===== config.mk =====
export PLATFORM = sky130hd
export DESIGN_NAME = cn_minsum_state
export DESIGN_NICKNAME = d
export VERILOG_FILES = /design/src/rtl/cn_minsum_pkg.sv /design/src/rtl/cn_upd_classify.sv /design/src/rtl/cn_state_regs.sv /design/src/rtl/cn_extr_read.sv /design/src/rtl/cn_minsum_state.sv
export SDC_FILE = /design/constraint.sdc
export NUM_CORES = 1
export LEC_CHECK = 0
export ABC_AREA = 1
export CAP_MARGIN = 20
export CORE_MARGIN = 2
export CORE_UTILIZATION = 60
export CTS_CLUSTER_DIAMETER = 80
export CTS_CLUSTER_SIZE = 14
export DETAILED_ROUTE_END_ITERATION = 6
export DONT_BUFFER_PORTS = 1
export PLACE_DENSITY_LB_ADDON = 0.12
export SLEW_MARGIN = 20
export SYNTH_ARGS = -nofsm -noshare
export SYNTH_HDL_FRONTEND = slang
export SYNTH_SLANG_ARGS = --single-unit

===== constraint.sdc =====
create_clock -name clk -period 2.43 [get_ports clk]
set_input_delay 0.1215 -clock clk [delete_from_list [all_inputs] [get_ports clk]]
set_output_delay 0.1215 -clock clk [all_outputs]
set_load 0.01 [all_outputs]

===== src/rtl/cn_minsum_pkg.sv =====
package cn_minsum_pkg;

  localparam int DEF_MAG_W = 5;
  localparam int DEF_IDX_W = 5;

  // Action selected for the state registers in a cycle
  typedef enum logic [2:0] {
    ACT_HOLD     = 3'd0,
    ACT_INIT     = 3'd1,
    ACT_PAR_ONLY = 3'd2,
    ACT_NEW_MIN  = 3'd3,
    ACT_NEW_SEC  = 3'd4
  } cn_act_e;

endpackage


===== src/rtl/cn_upd_classify.sv =====
module cn_upd_classify
  import cn_minsum_pkg::*;
#(
  parameter int MAG_W = DEF_MAG_W
) (
  input  logic             clear,
  input  logic             valid,
  input  logic [MAG_W-1:0] in_mag,
  input  logic [MAG_W-1:0] cur_min,
  input  logic [MAG_W-1:0] cur_sec,
  output cn_act_e          act
);

  logic below_min;
  logic below_sec;

  // Strict compares: ties never displace the earlier argmin
  assign below_min = in_mag < cur_min;
  assign below_sec = in_mag < cur_sec;

  always_comb begin
    if (clear)          act = ACT_INIT;
    else if (!valid)    act = ACT_HOLD;
    else if (below_min) act = ACT_NEW_MIN;
    else if (below_sec) act = ACT_NEW_SEC;
    else                act = ACT_PAR_ONLY;
  end

endmodule


===== src/rtl/cn_state_regs.sv =====
module cn_state_regs
  import cn_minsum_pkg::*;
#(
  parameter int MAG_W = DEF_MAG_W,
  parameter int IDX_W = DEF_IDX_W
) (
  input  logic             clk,
  input  logic             rst_n,
  input  cn_act_e          act,
  input  logic [MAG_W-1:0] in_mag,
  input  logic [IDX_W-1:0] in_idx,
  input  logic             in_hard,
  output logic [MAG_W-1:0] min_q,
  output logic [MAG_W-1:0] sec_q,
  output logic [IDX_W-1:0] idx_q,
  output logic             par_q
);

  localparam logic [MAG_W-1:0] MAG_MAX = {MAG_W{1'b1}};

  always_ff @(posedge clk or negedge rst_n) begin
    if (!rst_n) begin
      min_q <= MAG_MAX;
      sec_q <= MAG_MAX;
      idx_q <= '0;
      par_q <= 1'b0;
    end else begin
      unique case (act)
        ACT_INIT: begin
          min_q <= MAG_MAX;
          sec_q <= MAG_MAX;
          idx_q <= '0;
          par_q <= 1'b0;
        end
        ACT_NEW_MIN: begin
          sec_q <= min_q;
          min_q <= in_mag;
          idx_q <= in_idx;
          par_q <= par_q ^ in_hard;
        end
        ACT_NEW_SEC: begin
          sec_q <= in_mag;
          par_q <= par_q ^ in_hard;
        end
        ACT_PAR_ONLY: begin
          par_q <= par_q ^ in_hard;
        end
        default: begin
        end
      endcase
    end
  end

endmodule


===== src/rtl/cn_extr_read.sv =====
module cn_extr_read
  import cn_minsum_pkg::*;
#(
  parameter int MAG_W = DEF_MAG_W,
  parameter int IDX_W = DEF_IDX_W
) (
  input  logic [MAG_W-1:0] min_q,
  input  logic [MAG_W-1:0] sec_q,
  input  logic [IDX_W-1:0] idx_q,
  input  logic             par_q,
  input  logic [IDX_W-1:0] rd_idx,
  input  logic             rd_hard,
  output logic [MAG_W-1:0] rd_mag,
  output logic             rd_sign
);

  logic is_argmin;

  assign is_argmin = (rd_idx == idx_q);
  assign rd_mag    = is_argmin ? sec_q : min_q;
  // Removing the arc's own contribution from the total parity
  assign rd_sign   = par_q ^ rd_hard;

endmodule


===== src/rtl/cn_minsum_state.sv =====
module cn_minsum_state
  import cn_minsum_pkg::*;
#(
  parameter int MAG_W = DEF_MAG_W,
  parameter int IDX_W = DEF_IDX_W,
  localparam int LLR_W = MAG_W + 1
) (
  input  logic             clk,
  input  logic             rst_n,
  input  logic             clear,
  input  logic             upd_valid,
  output logic             upd_ready,
  input  logic [LLR_W-1:0] upd_llr,
  input  logic [IDX_W-1:0] upd_idx,
  input  logic [IDX_W-1:0] rd_idx,
  input  logic             rd_hard,
  output logic [MAG_W-1:0] rd_mag,
  output logic             rd_sign
);

  logic [MAG_W-1:0] st_min;
  logic [MAG_W-1:0] st_sec;
  logic [IDX_W-1:0] st_idx;
  logic             st_par;
  logic [MAG_W-1:0] in_mag;
  logic             in_hard;
  cn_act_e          act;

  assign in_mag    = upd_llr[MAG_W-1:0];
  assign in_hard   = upd_llr[LLR_W-1];
  assign upd_ready = 1'b1;

  cn_upd_classify #(.MAG_W(MAG_W)) u_cls (
    .clear   (clear),
    .valid   (upd_valid),
    .in_mag  (in_mag),
    .cur_min (st_min),
    .cur_sec (st_sec),
    .act     (act)
  );

  cn_state_regs #(.MAG_W(MAG_W), .IDX_W(IDX_W)) u_regs (
    .clk     (clk),
    .rst_n   (rst_n),
    .act     (act),
    .in_mag  (in_mag),
    .in_idx  (upd_idx),
    .in_hard (in_hard),
    .min_q   (st_min),
    .sec_q   (st_sec),
    .idx_q   (st_idx),
    .par_q   (st_par)
  );

  cn_extr_read #(.MAG_W(MAG_W), .IDX_W(IDX_W)) u_rd (
    .min_q   (st_min),
    .sec_q   (st_sec),
    .idx_q   (st_idx),
    .par_q   (st_par),
    .rd_idx  (rd_idx),
    .rd_hard (rd_hard),
    .rd_mag  (rd_mag),
    .rd_sign (rd_sign)
  );

endmodule


==> out/qor.json, run 1 <==
{
  "run_status": "completed",
  "finalMaxSlewViolations": 0,
  "worst_ir_drop_vdd_uv": 431,
  "timing.final.crit_share_pct": 87.7,
  "design.final.nets": 199,
  "hold_path_class": "in -> reg",
  "route.detailed.vias_per_inst": 5.34,
  "max_stage_delay_ns": 0.55,
  "placedInstanceArea_um2": 1210,
  "final_cell_mix": "33 x nand2_1, 26 x inv_1, 14 x dlygate4sd3_1",
  "boundaryPins": 28,
  "clock_sink_count": 16,
  "io_buffer_count": 0,
  "routed-via-count": 1046,
  "routabilityCongestion": 0.837,
  "worstMarginPinSlew_ns": 0.723,
  "worstSkewPairLatency_ns": 0.30,
  "cap_viol_max_count": 0,
  "grt_start_max_net_pins": 17,
  "ys_warn_count": 0,
  "final-setup-viol-count": 0,
  "clk_root_buffer_cell": "clkbuf_4",
  "post_synth_inst_count": 153,
  "combined_global_route_utilization_of_all_metal_layers_pct": 24.3,
  "finalWorstPathRequiredPeriod_ns": 2.13,
  "drive_above_1_share_pct": 16.0,
  "worst_setup_hold_path_clk_slew_ns": 0.10,
  "drt_first_pass_iters": 4,
  "clock-skew-final_ns": 0.00256,
  "most_common_library_cell_in_the_layout_ignoring_fill_and_taps": "nand2_1",
  "initial_utilization_pct": 62.0,
  "route.detailed.drc": 0,
  "post-cts-setup-buffers": 0,
  "tritoncts.num_buffers": 3,
  "whs_path_depth": 4,
  "dr_iter_0_viols": 20,
  "timing.critical_path.arrival_ns": 2.37,
  "die_h_um": 48.6,
  "grt_pass1_vias": 959,
  "synth_seq_cells": 16,
  "coreArea_um2": 1920,
  "report.final.hold_viol_count": 0,
  "antenna_found_initial": 0,
  "die-width_um": 48.6,
  "cts_tree": "yes",
  "post-place-cells": 178,
  "leakage_power_figure_nw": 0.756,
  "design_area_um2": 1380,
  "cp.required_ns": 2.67,
  "share_of_synthesized_area_occupied_by_flip_flops_and_latches_pct": 34.7,
  "postRouteAntennaNets": 0,
  "crit_path_end_kind": "flip-flop",
  "avgRoutedWirePerCell_um": 13.5,
  "cellPowerDensity_nw_per_um2": 517,
  "grt_pass1_wl_um": 4330,
  "max-clock-path-buffers": 2,
  "critical_path.cell_chain": "inv_1 > ha_1 > a21oi_4 > inv_2 > nor2_4 > nand3_2 > nand2_2 > nand3_1 > nand2_1 > inv_1",
  "setup.worst_path.class": "reg -> reg",
  "design.die.area_um2": 2360,
  "ys_types": 25,
  "grt-ovfl-total": 0,
  "rsz_0062_raised_after_global_routing": "no",
  "postSynthAreaPerCell_um2": 7.79,
  "timing.reg2reg.worst_path_depth": 10,
  "slowest_library_cell_on_the_worst_path": "dfstp_2",
  "n_diodes": 0,
  "max_fanout_on_critical_path": 11,
  "route.final.wire_length_um": 2650,
  "dp.final_hpwl_um": 1960,
  "mappedNetlistNets": 182,
  "worst_path_most_repeated_cell": "inv_1",
  "std_cell_rows": 16,
  "cts.htree.levels": 1,
  "timing.max_slew.rel_slack_pct": 51.6,
  "achievable-frequency_mhz": 469,
  "startpoint_type": "flip-flop",
  "syn-cell-area_um2": 1190,
  "layout.cells.non_filler": 196,
  "setup_total_negative_slack_ns": 0,
  "syn2layout_area_growth_pct": 16.1
}
-- final timing paths --
path | startpoint | end | slack (ns)
worst max-delay path | u_regs.min_q[4] | u_regs.sec_q[4] | 0.30
worst min-delay path | upd_llr[2] | u_regs.sec_q[2] | 0.03
worst max register to register | u_regs.min_q[4] | u_regs.sec_q[4] | 0.30
worst min register to register | u_regs.min_q[4] | u_regs.min_q[4] | 0.51
max in group asynchronous | rst_n | u_regs.par_q | 1.66
min in group asynchronous | rst_n | u_regs.idx_q[2] | 0.31
-- cells by family after synthesis --
kind of cell | share of synthesized area (%)
AO/OA/AOI/OAI | 8.82
adder cells (fa/ha/maj) | 8.40
AND/OR/NAND/NOR | 32.7
other | 0.315
XOR/XNOR | 4.41
buffers and inverters | 10.7
flip-flops | 34.7
-- registers in the layout (all words and copies together), names as in the netlist --
signal	cells
u_regs.min_q	5
u_regs.sec_q	5
u_regs.par_q	1
u_regs.idx_q	5
-- report_power, final --
part           internal (W)  switching [W]
Combinational     0.0000801       0.000129
Clock             0.0000915      0.0000928
Sequential         0.000307      0.0000155
Total              0.000478       0.000237
-- Yosys cell counts (all sizes together) --
cell type | number | area [um^2]
o22a | 1 | 8.76
nand2 | 36 | 153
a21oi | 7 | 46.3
buf | 2 | 18.8
nor2 | 11 | 58.8
inv | 29 | 109
nand4 | 12 | 90.1
nand3 | 14 | 87.6
xnor2 | 3 | 26.3
ha | 8 | 100
dfstp | 10 | 263
xor2 | 3 | 26.3
dfrtp | 6 | 150
conb | 1 | 3.75
o21ai | 10 | 50.1
-- what timing repair did --
action / CTS / global route
resized for setup: 0 / 0
hold buffers: 14 / 0
endpoints found under the hold margin: 27 / 0
-- through the flow --
stage / hold slack, ns / worst slack, ns / power (W) / utilization (%)
after detailed placement: -0.173 / 0.342 / 0.000510 / 62.8
after global routing: 0.0608 / 0.174 / 0.000756 / 71.9
final: 0.0324 / 0.298 / 0.000715 / 71.9
after CTS: 0.0426 / 0.326 / 0.000716 / 71.9
after global placement: -0.173 / 0.415 / 0.000504 / 62.8
after floorplan: -0.174 / 0.612 / 0.000478 / -
-- layer usage --
layer	GRT usage, %	up-vias	share of wire [%]
met1	31.6	485	44
met3	3.70	7	4.4
li1	-	525	-
met4	11.4	0	2.4
met2	39.8	29	49
met5	0	-	0
-- critical path: cells and delay by family (launching register included) --
family	cells	cell delay, ns
AND/OR/NAND/NOR	5	0.77
flip-flops	1	0.55
adder cells (fa/ha/maj)	1	0.33
AO/OA/AOI/OAI	1	0.26
buffers and inverters	3	0.17
-- final cells by class --
class                           instances  area [um^2]
Inverter                               29          109
Timing Repair Buffer                   14          140
Fill cell                             167          539
Tap cell                               27         33.8
Clock buffer                            4         36.3
Multi-Input combinational cell        106          651
Sequential cell                        16          413
No activity file was read; power rests on OpenSTA's default activity.
==> run 2, diff against run 1 <==
--- a/config.mk
+++ b/config.mk
@@ -14,6 +14,7 @@
 export DETAILED_ROUTE_END_ITERATION = 6
 export DONT_BUFFER_PORTS = 1
 export PLACE_DENSITY_LB_ADDON = 0.12
+export RECOVER_POWER = 100
 export SLEW_MARGIN = 20
 export SYNTH_ARGS = -nofsm -noshare
 export SYNTH_HDL_FRONTEND = slang
==> run 2 against run 1 <==
  * Hold slack improved by 0.0015 ns
  * Critical endpoint unchanged
  * Power fell by 0.60%
  * Register-to-register slack got worse by 0.04 ns
  * Fmax shrank 1.8%
  * Die area unchanged
  * Largest cell class unchanged
  * Worst setup slack worse by 0.040 ns
  * Combinational power fell by 2%
  * Highest routed layer unchanged
  * Final area decreased by 1.3%
  * Global-route usage is the same
  * Sequential share of layout area increased by 0.38 points
  * Largest power group unchanged
==> out/qor.json, run 2 (synthesis gave the netlist of run 1 again) <==
{
  "run_status": {"value": "completed", "change": "unchanged"},
  "worst_ir_drop_vdd": {"value": 430, "unit": "uV", "change": "was 431 uV"},
  "avgRoutedWirePerCell": {"value": 13.6, "unit": "um", "change": "was 13.5 um"},
  "setup_total_negative_slack": {"value": 0, "unit": "ns", "change": "unchanged"},
  "setup.reg_to_reg.worst_slack": {"value": 0.26, "unit": "ns", "change": "was 0.30 ns"},
  "postRouteAntennaNets": {"value": 0, "change": "unchanged"},
  "final-setup-viol-count": {"value": 0, "change": "unchanged"},
  "layout.cells.non_filler": {"value": 196, "change": "unchanged"},
  "hold_path_class": {"value": "in -> reg", "change": "unchanged"},
  "dp.final_hpwl": {"value": 1960, "unit": "um", "change": "unchanged"},
  "setup.worst_path.class": {"value": "reg -> reg", "change": "unchanged"},
  "clock_sink_count": {"value": 16, "change": "unchanged"},
  "drt_first_pass_iters": {"value": 4, "change": "unchanged"},
  "finalWorstPathRequiredPeriod": {"value": 2.17, "unit": "ns", "change": "was 2.13 ns"},
  "post-place-cells": {"value": 178, "change": "unchanged"},
  "startpoint_type": {"value": "flip-flop", "change": "unchanged"},
  "groute.layer.met1.usage": {"value": 31.6, "unit": "%", "change": "unchanged"},
  "timing.final.crit_share": {"value": 89.4, "unit": "%", "change": "was 87.7%"},
  "max-clock-path-buffers": {"value": 2, "change": "unchanged"},
  "grt_most_used_layer": {"value": "met2", "change": "unchanged"},
  "design.die.area": {"value": 2360, "unit": "um^2", "change": "unchanged"},
  "cp.required": {"value": 2.67, "unit": "ns", "change": "about the same"},
  "combined_global_route_utilization_of_all_metal_layers": {"value": 24.3, "unit": "%", "change": "unchanged"},
  "grt_pass1_wl": {"value": 4330, "unit": "um", "change": "unchanged"},
  "finalMaxSlewViolations": {"value": 0, "change": "unchanged"},
  "cap_viol_max_count": {"value": 0, "change": "unchanged"},
  "cellPowerDensity": {"value": 521, "unit": "nW/um^2", "change": "was 517 nW/um^2"},
  "post-cts-setup-buffers": {"value": 0, "change": "unchanged"},
  "cts_tree": {"value": "yes", "change": "unchanged"},
  "share_seq_of_total_power": {"value": 45.2, "unit": "%", "change": "was 45.0%"},
  "grt_use_met3": {"value": 3.70, "unit": "%", "change": "unchanged"},
  "rsz_0062_raised_after_global_routing": {"value": "no", "change": "unchanged"},
  "route.detailed.vias_per_inst": {"value": 5.36, "change": "was 5.34"},
  "initial_utilization": {"value": 62.0, "unit": "%", "change": "unchanged"},
  "die_h": {"value": 48.6, "unit": "um", "change": "unchanged"},
  "n_diodes": {"value": 0, "change": "unchanged"},
  "clk_root_buffer_cell": {"value": "clkbuf_4", "change": "unchanged"},
  "largestRegisters": {"value": "u_regs.idx_q x5, u_regs.min_q x5, u_regs.sec_q x5", "change": "unchanged"},
  "timing.max_slew.rel_slack": {"value": 51.5, "unit": "%", "change": "was 51.6%"},
  "grt-ovfl-total": {"value": 0, "change": "unchanged"},
  "leakage_power_figure": {"value": 0.755, "unit": "nW", "change": "was 0.756 nW"},
  "worst_hold_slack": {"value": 0.0338, "unit": "ns", "change": "was 0.0324 ns"},
  "report.final.hold_viol_count": {"value": 0, "change": "unchanged"},
  "max_fanout_on_critical_path": {"value": 11, "change": "unchanged"},
  "die-width": {"value": 48.6, "unit": "um", "change": "unchanged"},
  "cts.htree.levels": {"value": 1, "change": "unchanged"},
  "power.share.clock": {"value": 26.0, "unit": "%", "change": "was 25.8%"},
  "switching_share": {"value": 33.1, "unit": "%", "change": "about the same"},
  "design.final.nets": {"value": 199, "change": "unchanged"},
  "route.detailed.drc": {"value": 0, "change": "unchanged"},
  "coreArea": {"value": 1920, "unit": "um^2", "change": "unchanged"},
  "timing.critical_path.arrival": {"value": 2.41, "unit": "ns", "change": "was 2.37 ns"},
  "final_cell_mix": {"value": "34 x nand2_1, 27 x inv_1, 14 x dlygate4sd3_1", "change": "was 33 x nand2_1, 26 x inv_1, 14 x dlygate4sd3_1"},
  "worstSkewPairLatency": {"value": 0.30, "unit": "ns", "change": "about the same"},
  "clock-skew-final": {"value": 0.00337, "unit": "ns", "change": "was 0.00256 ns"},
  "comb_power_share": {"value": 28.8, "unit": "%", "change": "was 29.2%"},
  "cts.repair.resized": {"value": 0, "change": "unchanged"},
  "route.final.wire_length": {"value": 2670, "unit": "um", "change": "was 2650 um"},
  "syn2layout_area_growth": {"value": 14.6, "unit": "%", "change": "was 16.1%"},
  "routed-via-count": {"value": 1050, "change": "was 1,046"},
  "most_common_library_cell_in_the_layout_ignoring_fill_and_taps": {"value": "nand2_1", "change": "unchanged"},
  "dr_iter_0_viols": {"value": 17, "change": "was 20"},
  "std_cell_rows": {"value": 16, "change": "unchanged"},
  "grt_pass1_vias": {"value": 959, "change": "unchanged"},
  "tritoncts.num_buffers": {"value": 3, "change": "unchanged"},
  "achievable-frequency": {"value": 460, "unit": "MHz", "change": "was 469 MHz"},
  "net-switching-power": {"value": 0.000236, "unit": "W", "change": "was 0.000237 W"},
  "worst_setup_hold_path_clk_slew": {"value": 0.10, "unit": "ns", "change": "about the same"},
  "utilization": {"value": 71.0, "unit": "%", "change": "was 71.9%"},
  "routabilityCongestion": {"value": 0.837, "change": "unchanged"},
  "crit_path_end_kind": {"value": "flip-flop", "change": "unchanged"},
  "use_met2": {"value": 39.8, "unit": "%", "change": "unchanged"},
  "io_buffer_count": {"value": 0, "change": "unchanged"},
  "worstMarginPinSlew": {"value": 0.725, "unit": "ns", "change": "was 0.723 ns"},
  "grt_start_max_net_pins": {"value": 17, "change": "unchanged"},
  "drive_above_1_share": {"value": 13.6, "unit": "%", "change": "was 16.0%"},
  "boundaryPins": {"value": 28, "change": "unchanged"},
  "intPower": {"value": 0.000475, "unit": "W", "change": "was 0.000478 W"},
  "antenna_found_initial": {"value": 0, "change": "unchanged"}
}
-- run 2: routing by layer --
metal / share of wire, % / vias up
met1: 45 / 490
met4: 2.3 / 0
met3: 4.3 / 7
met2: 49 / 27
li1: - / 526
met5: 0 / -
-- run 2: power groups by stage --
stage               logic (W)  registers [W]  clock network, W
floorplan            0.000155       0.000322                 0
global placement     0.000177       0.000326                 0
detailed placement   0.000184       0.000327                 0
CTS                  0.000209       0.000322          0.000185
global route         0.000233       0.000325          0.000194
finish               0.000205       0.000322          0.000185
-- run 2: area by class of cell --
type | count | area (um^2)
Timing Repair Buffer | 14 | 140
Inverter | 29 | 109
Multi-Input combinational cell | 106 | 633
Tap cell | 27 | 33.8
Sequential cell | 16 | 413
Clock buffer | 4 | 36.3
Fill cell | 170 | 557
-- run 2: through the flow --
stage	instance area, um^2	power (W)	setup WS, ns
after floorplan	1190	0.000478	0.612
after global placement	1210	0.000504	0.415
after detailed placement	1210	0.000510	0.342
after CTS	1380	0.000716	0.326
after global routing	1370	0.000751	0.110
final	1370	0.000711	0.258
-- run 2: worst max-delay path: stages (launching register included) --
cell and delay (ns):
dfstp_1 0.55, inv_1 0.06, ha_1 0.33, a21oi_4 0.22
inv_1 0.09, nor2_4 0.17, nand3_2 0.23, nand2_1 0.22
nand3_1 0.10, nand2_1 0.09, inv_1 0.05
-- run 2: path summary, 6_finish.rpt --
kind	from	end	cells past startpoint
max reg2reg	u_regs.min_q[4]	u_regs.sec_q[4]	10
max	u_regs.min_q[4]	u_regs.sec_q[4]	10
min in group asynchronous	rst_n	u_regs.idx_q[2]	1
min	upd_llr[2]	u_regs.sec_q[2]	4
min reg2reg	u_regs.min_q[2]	u_regs.min_q[2]	2
max in group asynchronous	rst_n	u_regs.par_q	1
-- run 2: repair_timing --
item	CTS	global route
setup endpoints to repair	0	0
hold buffers	14	0
endpoints found under the hold margin	27	0
==> run 3, diff against run 2 <==
==> constraint.sdc (replaced) <==
create_clock -name clk -period 2.6 [get_ports clk]
set_input_delay 0.13 -clock clk [delete_from_list [all_inputs] [get_ports clk]]
set_output_delay 0.13 -clock clk [all_outputs]
set_load 0.01 [all_outputs]
==> run 3 against run 2 <==
  * The flow now finishes with violations (negative hold slack)
  * Cell count down 1.0%
  * Count of clock-buffer cells in the layout unchanged
  * Flip-flop and latch count stayed put
  * Power decreased by 7.2%
  * Fmax decreased by 0.97%
  * Sequential power decreased by 6.5%
  * Via count fell by 1.2%
  * First-iteration DRC count grew 47%
  * Non-clock buffer count is 2 lower
  * Clock skew about the same
  * Final area down 1.5%
  * Critical endpoint is now u_regs.idx_q[0]
  * Highest routed layer unchanged
==> out/qor.json, run 3 (synthesis gave the netlist of run 1 again) <==
{
  "run_status": {"value": "finished, violations left", "change": "was completed"},
  "failing_checks": "negative hold slack",
  "leakage_power_figure": {"value": 0.747, "unit": "nW", "change": "was 0.755 nW"},
  "max_fanout_on_critical_path": {"value": 9, "change": "was 11"},
  "drt_first_pass_iters": {"value": 4, "change": "unchanged"},
  "route.detailed.drc": {"value": 0, "change": "unchanged"},
  "worstMarginPinSlew": {"value": 0.718, "unit": "ns", "change": "was 0.725 ns"},
  "n_diodes": {"value": 0, "change": "unchanged"},
  "final_cell_mix": {"value": "34 x nand2_1, 28 x inv_1, 12 x nand4_1, 12 x nand3_1, 12 x dlygate4sd3_1", "change": "was 34 x nand2_1, 27 x inv_1, 14 x dlygate4sd3_1"},
  "worst_setup_hold_path_clk_slew": {"value": 0.10, "unit": "ns", "change": "about the same"},
  "clock_sink_count": {"value": 16, "change": "unchanged"},
  "largestRegisters": {"value": "u_regs.idx_q x5, u_regs.min_q x5, u_regs.sec_q x5", "change": "unchanged"},
  "cp.required": {"value": 2.78, "unit": "ns", "change": "was 2.67 ns"},
  "initial_utilization": {"value": 62.0, "unit": "%", "change": "unchanged"},
  "cellPowerDensity": {"value": 491, "unit": "nW/um^2", "change": "was 521 nW/um^2"},
  "placedInstanceArea": {"value": 1210, "unit": "um^2", "change": "unchanged"},
  "clock-skew-final": {"value": 0.00363, "unit": "ns", "change": "was 0.00337 ns"},
  "boundaryPins": {"value": 28, "change": "unchanged"},
  "startpoint_type": {"value": "flip-flop", "change": "unchanged"},
  "drive_above_1_share": {"value": 13.2, "unit": "%", "change": "was 13.6%"},
  "clk_root_buffer_cell": {"value": "clkbuf_4", "change": "unchanged"},
  "grt_start_max_net_pins": {"value": 17, "change": "unchanged"},
  "rsz_0062_raised_after_global_routing": {"value": "no", "change": "unchanged"},
  "dp.final_hpwl": {"value": 1960, "unit": "um", "change": "unchanged"},
  "post-place-cells": {"value": 178, "change": "unchanged"},
  "timing.final.crit_share": {"value": 84.3, "unit": "%", "change": "was 89.4%"},
  "timing.max_slew.rel_slack": {"value": 51.9, "unit": "%", "change": "was 51.5%"},
  "worstSkewPairLatency": {"value": 0.30, "unit": "ns", "change": "about the same"},
  "cts_tree": {"value": "yes", "change": "unchanged"},
  "postRouteAntennaNets": {"value": 0, "change": "unchanged"},
  "final-setup-viol-count": {"value": 0, "change": "unchanged"},
  "worst_ir_drop_vdd": {"value": 428, "unit": "uV", "change": "was 430 uV"},
  "tritoncts.num_buffers": {"value": 3, "change": "unchanged"},
  "routabilityCongestion": {"value": 0.837, "change": "about the same"},
  "switching_share": {"value": 33.1, "unit": "%", "change": "about the same"},
  "most_common_library_cell_in_the_layout_ignoring_fill_and_taps": {"value": "nand2_1", "change": "unchanged"},
  "die_h": {"value": 48.6, "unit": "um", "change": "unchanged"},
  "layout.cells.non_filler": {"value": 194, "change": "was 196"},
  "report.final.hold_viol_count": {"value": 1, "change": "was 0"},
  "combined_global_route_utilization_of_all_metal_layers": {"value": 24.3, "unit": "%", "change": "about the same"},
  "achievable-frequency": {"value": 456, "unit": "MHz", "change": "was 460 MHz"},
  "grt-ovfl-total": {"value": 0, "change": "unchanged"},
  "share_seq_of_total_power": {"value": 45.6, "unit": "%", "change": "was 45.2%"},
  "std_cell_rows": {"value": 16, "change": "unchanged"},
  "dr_iter_0_viols": {"value": 25, "change": "was 17"},
  "die-width": {"value": 48.6, "unit": "um", "change": "unchanged"},
  "setup_total_negative_slack": {"value": 0, "unit": "ns", "change": "unchanged"},
  "cap_viol_max_count": {"value": 0, "change": "unchanged"},
  "grt_pass1_wl": {"value": 4330, "unit": "um", "change": "unchanged"},
  "design_area": {"value": 1350, "unit": "um^2", "change": "was 1370 um^2"},
  "comb_power_share": {"value": 28.4, "unit": "%", "change": "was 28.8%"},
  "route.final.wire_length": {"value": 2650, "unit": "um", "change": "was 2670 um"},
  "syn2layout_area_growth": {"value": 12.9, "unit": "%", "change": "was 14.6%"},
  "crit_path_end_kind": {"value": "flip-flop", "change": "unchanged"},
  "route.detailed.vias_per_inst": {"value": 5.35, "change": "was 5.36"},
  "antenna_found_initial": {"value": 0, "change": "unchanged"},
  "worst_slack_setup_final": {"value": 0.407, "unit": "ns", "change": "was 0.258 ns"},
  "io_buffer_count": {"value": 0, "change": "unchanged"},
  "net-switching-power": {"value": 0.000218, "unit": "W", "change": "was 0.000236 W"},
  "design.final.nets": {"value": 197, "change": "was 199"},
  "intPower": {"value": 0.000442, "unit": "W", "change": "was 0.000475 W"},
  "cts.repair.resized": {"value": 0, "change": "unchanged"},
  "avgRoutedWirePerCell": {"value": 13.7, "unit": "um", "change": "was 13.6 um"},
  "design.die.area": {"value": 2360, "unit": "um^2", "change": "unchanged"},
  "coreArea": {"value": 1920, "unit": "um^2", "change": "unchanged"},
  "grt_pass1_vias": {"value": 954, "change": "was 959"},
  "dp_slack": {"value": 0.512, "unit": "ns", "change": "was 0.342 ns"},
  "utilization": {"value": 70.0, "unit": "%", "change": "was 71.0%"},
  "setup.worst_path.class": {"value": "reg -> reg", "change": "unchanged"},
  "routed-via-count": {"value": 1037, "change": "was 1,050"},
  "timing.critical_path.arrival": {"value": 2.37, "unit": "ns", "change": "was 2.41 ns"},
  "power.share.clock": {"value": 26.0, "unit": "%", "change": "about the same"},
  "finalWorstPathRequiredPeriod": {"value": 2.19, "unit": "ns", "change": "was 2.17 ns"},
  "cts.htree.levels": {"value": 1, "change": "unchanged"},
  "max-clock-path-buffers": {"value": 2, "change": "unchanged"},
  "hold_path_class": {"value": "in -> reg", "change": "unchanged"},
  "finalMaxSlewViolations": {"value": 0, "change": "unchanged"},
  "worst_hold_slack": {"value": -0.000363, "unit": "ns", "change": "was 0.0338 ns"},
  "layout.filler_cells": {"value": 172, "change": "was 170"}
}
## run 3: changes by cell type in the layout (fill, tap and decap cells not counted), sizes merged
cell,change
dlygate4sd3,-2
## run 3: path summary, 6_finish.rpt
| kind | from | end | slack (ns) | depth (start not counted) |
|---|---|---|---|---|
| max | u_regs.min_q[4] | u_regs.idx_q[0] | 0.41 | 10 |
| max reg2reg | u_regs.min_q[4] | u_regs.idx_q[0] | 0.41 | 10 |
| min in group asynchronous | rst_n | u_regs.idx_q[2] | 0.32 | 1 |
| min reg2reg | u_regs.idx_q[4] | u_regs.idx_q[4] | 0.52 | 2 |
| max in group asynchronous | rst_n | u_regs.par_q | 1.83 | 1 |
| min | upd_valid | u_regs.par_q | -0.0004 | 2 |
## run 3: power by group through the flow
stage | Sequential, W | Clock [W] | Combinational, W
finish | 0.000301 | 0.000172 | 0.000187
detailed placement | 0.000305 | 0 | 0.000172
global route | 0.000303 | 0.000184 | 0.000214
CTS | 0.000301 | 0.000173 | 0.000192
floorplan | 0.000301 | 0 | 0.000145
global placement | 0.000305 | 0 | 0.000166
## run 3: timing repair
item	4_1_cts	5_1_grt
setup buffers	0	0
hold buffers	12	0
endpoints found under the setup margin	0	0
hold endpoints to repair	27	0
## run 3: final cells by class
class / instances / area (um^2) / share of cell area, %
inverter: 29 / 109 / 8.09
timing repair buffer: 12 / 120 / 8.93
tap: 27 / 33.8 / 2.51
multi-input combinational: 106 / 633 / 47.1
clock buffer: 4 / 36.3 / 2.70
sequential: 16 / 413 / 30.7
## run 3: layer usage
layer | up-vias | wire, um | track usage (%)
met5 | - | 0 | 0
met4 | 0 | 44 | 11.0
met3 | 5 | 115 | 3.70
met2 | 28 | 1300 | 39.8
met1 | 482 | 1190 | 31.9
li1 | 522 | - | -
## run 3: metrics by stage
| step | hold WS, ns | total power [W] |
|---|---|---|
| finish | -0.000363 | 0.000660 |
| global route | 0.0217 | 0.000701 |
| CTS | 0.00130 | 0.000666 |
| detailed placement | -0.165 | 0.000477 |
| global placement | -0.165 | 0.000471 |
| floorplan | -0.166 | 0.000446 |
## run 3: worst max-delay path, cell delays in order (launching register included)
cell and delay [ns]:
dfstp_1 0.55, inv_1 0.06, ha_1 0.33, nand2_1 0.15
inv_1 0.05, nand2_1 0.13, nand4_1 0.29, nand2_1 0.17
inv_1 0.16, nand2_1 0.09, o21ai_0 0.08
